**src/rtl/lpm_pkg.sv**
```systemverilog
package lpm_pkg;
  typedef struct packed {
    logic rise;
    logic fall;
  } edge_t;
endpackage

```
**src/rtl/lpm_sync.sv**
```systemverilog
module lpm_sync #(
  parameter int STAGES = 2
) (
  input  logic clk_i,
  input  logic rst_ni,
  input  logic d_i,
  output logic q_o
);
  logic [STAGES-1:0] ff_q;

  always_ff @(posedge clk_i or negedge rst_ni) begin
    if (!rst_ni) ff_q <= '0;
    else         ff_q <= {ff_q[STAGES-2:0], d_i};
  end

  assign q_o = ff_q[STAGES-1];
endmodule

```
**src/rtl/lpm_deglitch.sv**
```systemverilog
module lpm_deglitch #(
  parameter bit FILT_EN    = 1'b1,
  parameter int FILT_TICKS = 64
) (
  input  logic clk_i,
  input  logic rst_ni,
  input  logic d_i,
  output logic lvl_o
);
  generate
    if (FILT_EN && FILT_TICKS > 1) begin : g_filt
      localparam int CW = $clog2(FILT_TICKS);
      logic [CW-1:0] run_q;
      logic          lvl_q;

      // accept a new level only after FILT_TICKS consecutive cycles
      always_ff @(posedge clk_i or negedge rst_ni) begin
        if (!rst_ni) begin
          run_q <= '0;
          lvl_q <= 1'b0;
        end else if (d_i == lvl_q) begin
          run_q <= '0;
        end else if (run_q == CW'(FILT_TICKS - 1)) begin
          lvl_q <= d_i;
          run_q <= '0;
        end else begin
          run_q <= run_q + CW'(1);
        end
      end

      assign lvl_o = lvl_q;
    end else begin : g_bypass
      assign lvl_o = d_i;
    end
  endgenerate
endmodule

```
**src/rtl/lpm_interval.sv**
```systemverilog
module lpm_interval
  import lpm_pkg::*;
#(
  parameter int CNT_W = 18
) (
  input  logic             clk_i,
  input  logic             rst_ni,
  input  edge_t            edge_i,
  output logic [CNT_W-1:0] pos_cnt_o,
  output logic             pos_valid_o,
  output logic [CNT_W-1:0] neg_cnt_o,
  output logic             neg_valid_o,
  output logic [CNT_W:0]   per_cnt_o,
  output logic             per_valid_o,
  output logic             ovf_o
);
  localparam logic [CNT_W-1:0] CNT_MAX = {CNT_W{1'b1}};

  logic [CNT_W-1:0] cnt_q;
  logic             armed_q;
  logic             pos_ok_q;
  logic             any_edge;
  logic             sat;

  assign any_edge = edge_i.rise | edge_i.fall;
  assign sat      = (cnt_q == CNT_MAX);

  always_ff @(posedge clk_i or negedge rst_ni) begin
    if (!rst_ni) begin
      cnt_q       <= '0;
      armed_q     <= 1'b0;
      pos_ok_q    <= 1'b0;
      pos_cnt_o   <= '0;
      neg_cnt_o   <= '0;
      per_cnt_o   <= '0;
      pos_valid_o <= 1'b0;
      neg_valid_o <= 1'b0;
      per_valid_o <= 1'b0;
      ovf_o       <= 1'b0;
    end else begin
      pos_valid_o <= 1'b0;
      neg_valid_o <= 1'b0;
      per_valid_o <= 1'b0;
      if (any_edge) begin
        cnt_q   <= CNT_W'(1);
        armed_q <= 1'b1;
        if (armed_q) begin
          if (sat) begin
            ovf_o    <= 1'b1;
            pos_ok_q <= 1'b0;
          end else if (edge_i.fall) begin
            pos_cnt_o   <= cnt_q;
            pos_valid_o <= 1'b1;
            pos_ok_q    <= 1'b1;
          end else begin
            neg_cnt_o   <= cnt_q;
            neg_valid_o <= 1'b1;
            pos_ok_q    <= 1'b0;
            if (pos_ok_q) begin
              per_cnt_o   <= {1'b0, pos_cnt_o} + {1'b0, cnt_q};
              per_valid_o <= 1'b1;
            end
          end
        end
      end else if (!sat) begin
        cnt_q <= cnt_q + CNT_W'(1);
      end
    end
  end
endmodule

```
**src/rtl/line_period_meter.sv**
```systemverilog
module line_period_meter
  import lpm_pkg::*;
#(
  parameter int CNT_W       = 18,
  parameter int SYNC_STAGES = 2,
  parameter bit FILT_EN     = 1'b1,
  parameter int FILT_TICKS  = 64
) (
  input  logic             clk_i,
  input  logic             rst_ni,
  input  logic             line_i,
  output logic [CNT_W-1:0] pos_cnt_o,
  output logic             pos_valid_o,
  output logic [CNT_W-1:0] neg_cnt_o,
  output logic             neg_valid_o,
  output logic [CNT_W:0]   per_cnt_o,
  output logic             per_valid_o,
  output logic             ovf_o
);
  logic  line_s;
  logic  lvl;
  logic  lvl_q;
  edge_t edge_d;

  lpm_sync #(.STAGES(SYNC_STAGES)) u_sync (
    .clk_i (clk_i),
    .rst_ni(rst_ni),
    .d_i   (line_i),
    .q_o   (line_s)
  );

  lpm_deglitch #(.FILT_EN(FILT_EN), .FILT_TICKS(FILT_TICKS)) u_flt (
    .clk_i (clk_i),
    .rst_ni(rst_ni),
    .d_i   (line_s),
    .lvl_o (lvl)
  );

  always_ff @(posedge clk_i or negedge rst_ni) begin
    if (!rst_ni) lvl_q <= 1'b0;
    else         lvl_q <= lvl;
  end

  assign edge_d.rise = lvl & ~lvl_q;
  assign edge_d.fall = ~lvl & lvl_q;

  lpm_interval #(.CNT_W(CNT_W)) u_ivl (
    .clk_i      (clk_i),
    .rst_ni     (rst_ni),
    .edge_i     (edge_d),
    .pos_cnt_o  (pos_cnt_o),
    .pos_valid_o(pos_valid_o),
    .neg_cnt_o  (neg_cnt_o),
    .neg_valid_o(neg_valid_o),
    .per_cnt_o  (per_cnt_o),
    .per_valid_o(per_valid_o),
    .ovf_o      (ovf_o)
  );
endmodule

```
**config.mk**
```make
export PLATFORM = sky130hd
export DESIGN_NAME = line_period_meter
export DESIGN_NICKNAME = d
export VERILOG_FILES = /design/src/rtl/lpm_pkg.sv /design/src/rtl/lpm_sync.sv /design/src/rtl/lpm_deglitch.sv /design/src/rtl/lpm_interval.sv /design/src/rtl/line_period_meter.sv
export SDC_FILE = /design/constraint.sdc
export NUM_CORES = 1
export LEC_CHECK = 0
export BUFFER_PORTS_ARGS = -buffer_cell sky130_fd_sc_hd__buf_2
export CORE_MARGIN = 1.5
export CORE_UTILIZATION = 55
export DETAILED_ROUTE_END_ITERATION = 7
export PLACE_DENSITY = 0.79
export REMOVE_ABC_BUFFERS = 1
export SLEW_MARGIN = 20
export SYNTH_ARGS = -nofsm -noshare
export SYNTH_HDL_FRONTEND = slang
export SYNTH_HIERARCHICAL = 1
export SYNTH_SLANG_ARGS = --single-unit
```
**constraint.sdc**
```tcl
create_clock -name clk_i -period 2.5 [get_ports clk_i]
set_input_delay 0.5 -clock clk_i [delete_from_list [all_inputs] [get_ports clk_i]]
set_output_delay 0.5 -clock clk_i [all_outputs]
set_load 0.05 [all_outputs]
```
==> impl_metrics.env <==
export IMPL_avgSynthCellArea_um2=10.7
export IMPL_gp_congestion=0.925
export IMPL_dr_pass1_iters=7
export IMPL_clock_skew_ps=9.27
export IMPL_utilization=0.645
export IMPL_hold_viol_final=0
export IMPL_cts_hold_buffers=0
export IMPL_grt_start_max_net_pins=47
export IMPL_nNetsFinal=520
export IMPL_routedWlPerCell_um=16.1
export IMPL_core_area_um2=8130
export IMPL_port_buffers=61
export IMPL_clock_fmax_mhz=405
export IMPL_setup_viol=0
export IMPL_slew_headroom=0.630
export IMPL_grt_pass1_wl_um=15800
export IMPL_cts_sinks=89
export IMPL_worstSetupStartpointType="flip-flop"
export IMPL_synth_distinct_cells=59
export IMPL_p_int_mw=1.97
export IMPL_postRouteAntennaNets=0
export IMPL_rows=33
export IMPL_clk_path_buf_depth=2
export IMPL_ys_seq_area_frac=0.489
export IMPL_start_util=0.560
export IMPL_die_height_um=94.0
export IMPL_syn_area_um2=4550
export IMPL_layout_drive_gt1_share=0.222
export IMPL_drt_iter0_drc=283
export IMPL_cts_tree="yes"
export IMPL_layout_min_cycle_time_ps=2470
export IMPL_tightest_slew_ps=541
export IMPL_vias_per_cell=5.74
export IMPL_stdcell_count=606
export IMPL_finalMaxSlewViolations=0
export IMPL_clockPowerShare=0.406
export IMPL_hold_class="in -> async"
export IMPL_finalWirelength_um=9770
export IMPL_combinationalPowerShare=0.016
export IMPL_synth_top_area_share=0.489
export IMPL_netSwitchingPower_mw=0.535
export IMPL_clk_pin_slew_ps=90
export IMPL_syn_inst=426
export IMPL_synth_most_common_cell="dfrtp_1"
export IMPL_root_buffer="clkbuf_8"
export IMPL_stdcell_area_um2=5250
export IMPL_arrival_ps=2730
export IMPL_place_area_um2=5020
export IMPL_die_width_um=94.0
export IMPL_vdd_ir_drop_max_uv=304
export IMPL_total_power_mw=2.51
export IMPL_ff_latch_area_um2=2230
export IMPL_worstSetupEndpointType="flip-flop"
export IMPL_dp_hpwl_um=6920
export IMPL_hold_slack_ps=130
export IMPL_max_cap_viol_count=0
export IMPL_grt_util_all_layers=0.234
export IMPL_swShare=0.214
export IMPL_clock_latency_ps=360
export IMPL_synth_top_cell_by_area="dfrtp_1"
export IMPL_yosysWarnings=6
export IMPL_worstPathMaxFanout=3
export IMPL_areaGrowthSynthToFinish_pct=15.2
export IMPL_status="finished, violations left"
export IMPL_synthArstFlopShare=1.00
export IMPL_antenna_cells=0
export IMPL_ios=62
export IMPL_place_inst=590
export IMPL_multi_input_area_um2=2210
export IMPL_ys_flop_type="dfrtp_1"
export IMPL_violations="DRC"
export IMPL_fill_cells=645
export IMPL_die_area_um2=8830
export IMPL_synth_edf_count=0
export IMPL_fin_setup_tns_ps=0
export IMPL_cts_made_buffers=9
export IMPL_path_class="reg -> reg"
export IMPL_leakage_nw=2.84
export IMPL_drcViolationCount=2
export IMPL_vias=3479
export IMPL_antenna_found_initial=0
export IMPL_fin_crit_sh=0.987
export IMPL_power_frac_seq=0.578
export IMPL_rsz0062_at_grt="yes"
export IMPL_pre_cts_slack_ps=97.5
export IMPL_setup_slack_ps=32.7
export IMPL_synthTopCellsByCount="89 x dfrtp_1, 48 x nand2_1, 31 x nor2_1"
export IMPL_ys_seq_elements=89
export IMPL_critPathRequiredTime_ps=2760
export IMPL_grt_ovfl_total=0
export IMPL_htree_levels=3
export IMPL_r2r_cells=9
export IMPL_grt_pass1_vias=3393
export IMPL_synthTopCellsByArea="dfrtp_1 49%, mux2_1 7.2%, ha_1 5.5%"
export IMPL_cellPowerDensity_nw_per_um2=478
flip-flops by register name, summed over array words and instances (netlist names):
name / cells
u_ivl/ovf_o: 1
u_ivl/pos_cnt_o: 18
u_flt/lvl_o: 1
lvl_q: 1
u_ivl/neg_valid_o: 1
u_sync/ff_q: 2
u_ivl/cnt_q: 18
u_ivl/neg_cnt_o: 18
u_flt/g_filt.run_q: 6
u_ivl/pos_valid_o: 1
u_ivl/per_cnt_o: 19
u_ivl/pos_ok_q: 1
u_ivl/armed_q: 1
u_ivl/per_valid_o: 1
layer usage:
layer | track usage | up-vias | part of all wire
met2 | 0.385 | 122 | 0.49
li1 | - | 1649 | -
met1 | 0.305 | 1677 | 0.44
met5 | 0 | - | 0
met4 | 0.0945 | 0 | 0.024
met3 | 0.0461 | 31 | 0.054
layout by cell type, fill, tap and decap left out, types with 2 or more instances in the layout:
| cell type | n |
|---|---|
| xor2_1 | 14 |
| o21a_1 | 3 |
| nor3_1 | 5 |
| nand3_1 | 16 |
| a211oi_2 | 2 |
| nand2_1 | 48 |
| mux2_1 | 29 |
| inv_1 | 9 |
| o31ai_1 | 5 |
| buf_4 | 10 |
| and2_1 | 5 |
| nor2b_1 | 4 |
| a21oi_1 | 21 |
| nand4b_1 | 2 |
| nand3_2 | 2 |
| o21ai_0 | 24 |
| buf_2 | 60 |
| nand3b_1 | 2 |
| and4_1 | 2 |
| nor3b_1 | 3 |
| or3_1 | 3 |
| ha_1 | 20 |
| mux2i_1 | 2 |
| buf_12 | 3 |
| nor2_1 | 31 |
| nand4_1 | 6 |
| xnor2_1 | 11 |
| clkbuf_8 | 11 |
| dfrtp_1 | 89 |
| mux2_2 | 4 |
| or2_2 | 2 |
| a31oi_1 | 3 |
| and3_1 | 10 |
| a21o_1 | 8 |
layout make-up:
cell class | count | share of cell area
flip-flops and latches | 89 | 0.425
multi-input cells | 313 | 0.421
repair buffers | 73 | 0.0830
clock buffers | 12 | 0.0296
well taps | 105 | 0.0250
clock inverters | 4 | 0.00978
inverters | 10 | 0.00715
final timing paths:
check / slack, ps / end / startpoint
min in group clk_i: 250 / u_sync/ff_q[0] / line_i
max: 30 / u_ivl/per_cnt_o[12] / u_ivl/pos_cnt_o[0]
min reg2reg: 350 / u_sync/ff_q[1] / u_sync/ff_q[0]
max reg2reg: 30 / u_ivl/per_cnt_o[12] / u_ivl/pos_cnt_o[0]
min: 130 / u_ivl/neg_cnt_o[9] / rst_ni
max in group asynchronous: 1740 / u_ivl/per_cnt_o[12] / rst_ni
worst max-delay path, cell delays in order (launching register included):
cell and delay [ps]:
dfrtp_1 380, ha_1 190, inv_1 60, fa_2 360
nor2b_1 230, o311ai_2 170, a221oi_1 410, o21ai_0 180
and3_1 210, o31ai_1 180
repair_timing:
action                     CTS  global route
setup endpoints to repair    0             3
resized for setup            0             4
buffers inserted             0             0
logic make-up (layout without fill, tap and decap cells):
| family | after synthesis | in the layout | share of synthesized area |
|---|---|---|---|
| flip-flops | 89 | 89 | 0.489 |
| multiplexers | 35 | 35 | 0.0860 |
| adder cells (fa/ha/maj) | 21 | 21 | 0.0594 |
| AO/OA/AOI/OAI | 81 | 81 | 0.114 |
| XOR/XNOR | 25 | 25 | 0.0481 |
| buffers and inverters | 24 | 99 | 0.0300 |
| AND/OR/NAND/NOR | 151 | 151 | 0.173 |
power by group through the flow:
| stage | logic, mW | clock network [mW] | registers (mW) |
|---|---|---|---|
| finish | 0.0405 | 1.02 | 1.45 |
| global route | 0.0497 | 1.10 | 1.45 |
| CTS | 0.0435 | 1.04 | 1.45 |
| detailed placement | 0.0433 | 0 | 1.48 |
| global placement | 0.0422 | 0 | 1.48 |
| floorplan | 0.00750 | 0 | 1.48 |
Note: power is estimated with default switching activity, not from simulation.
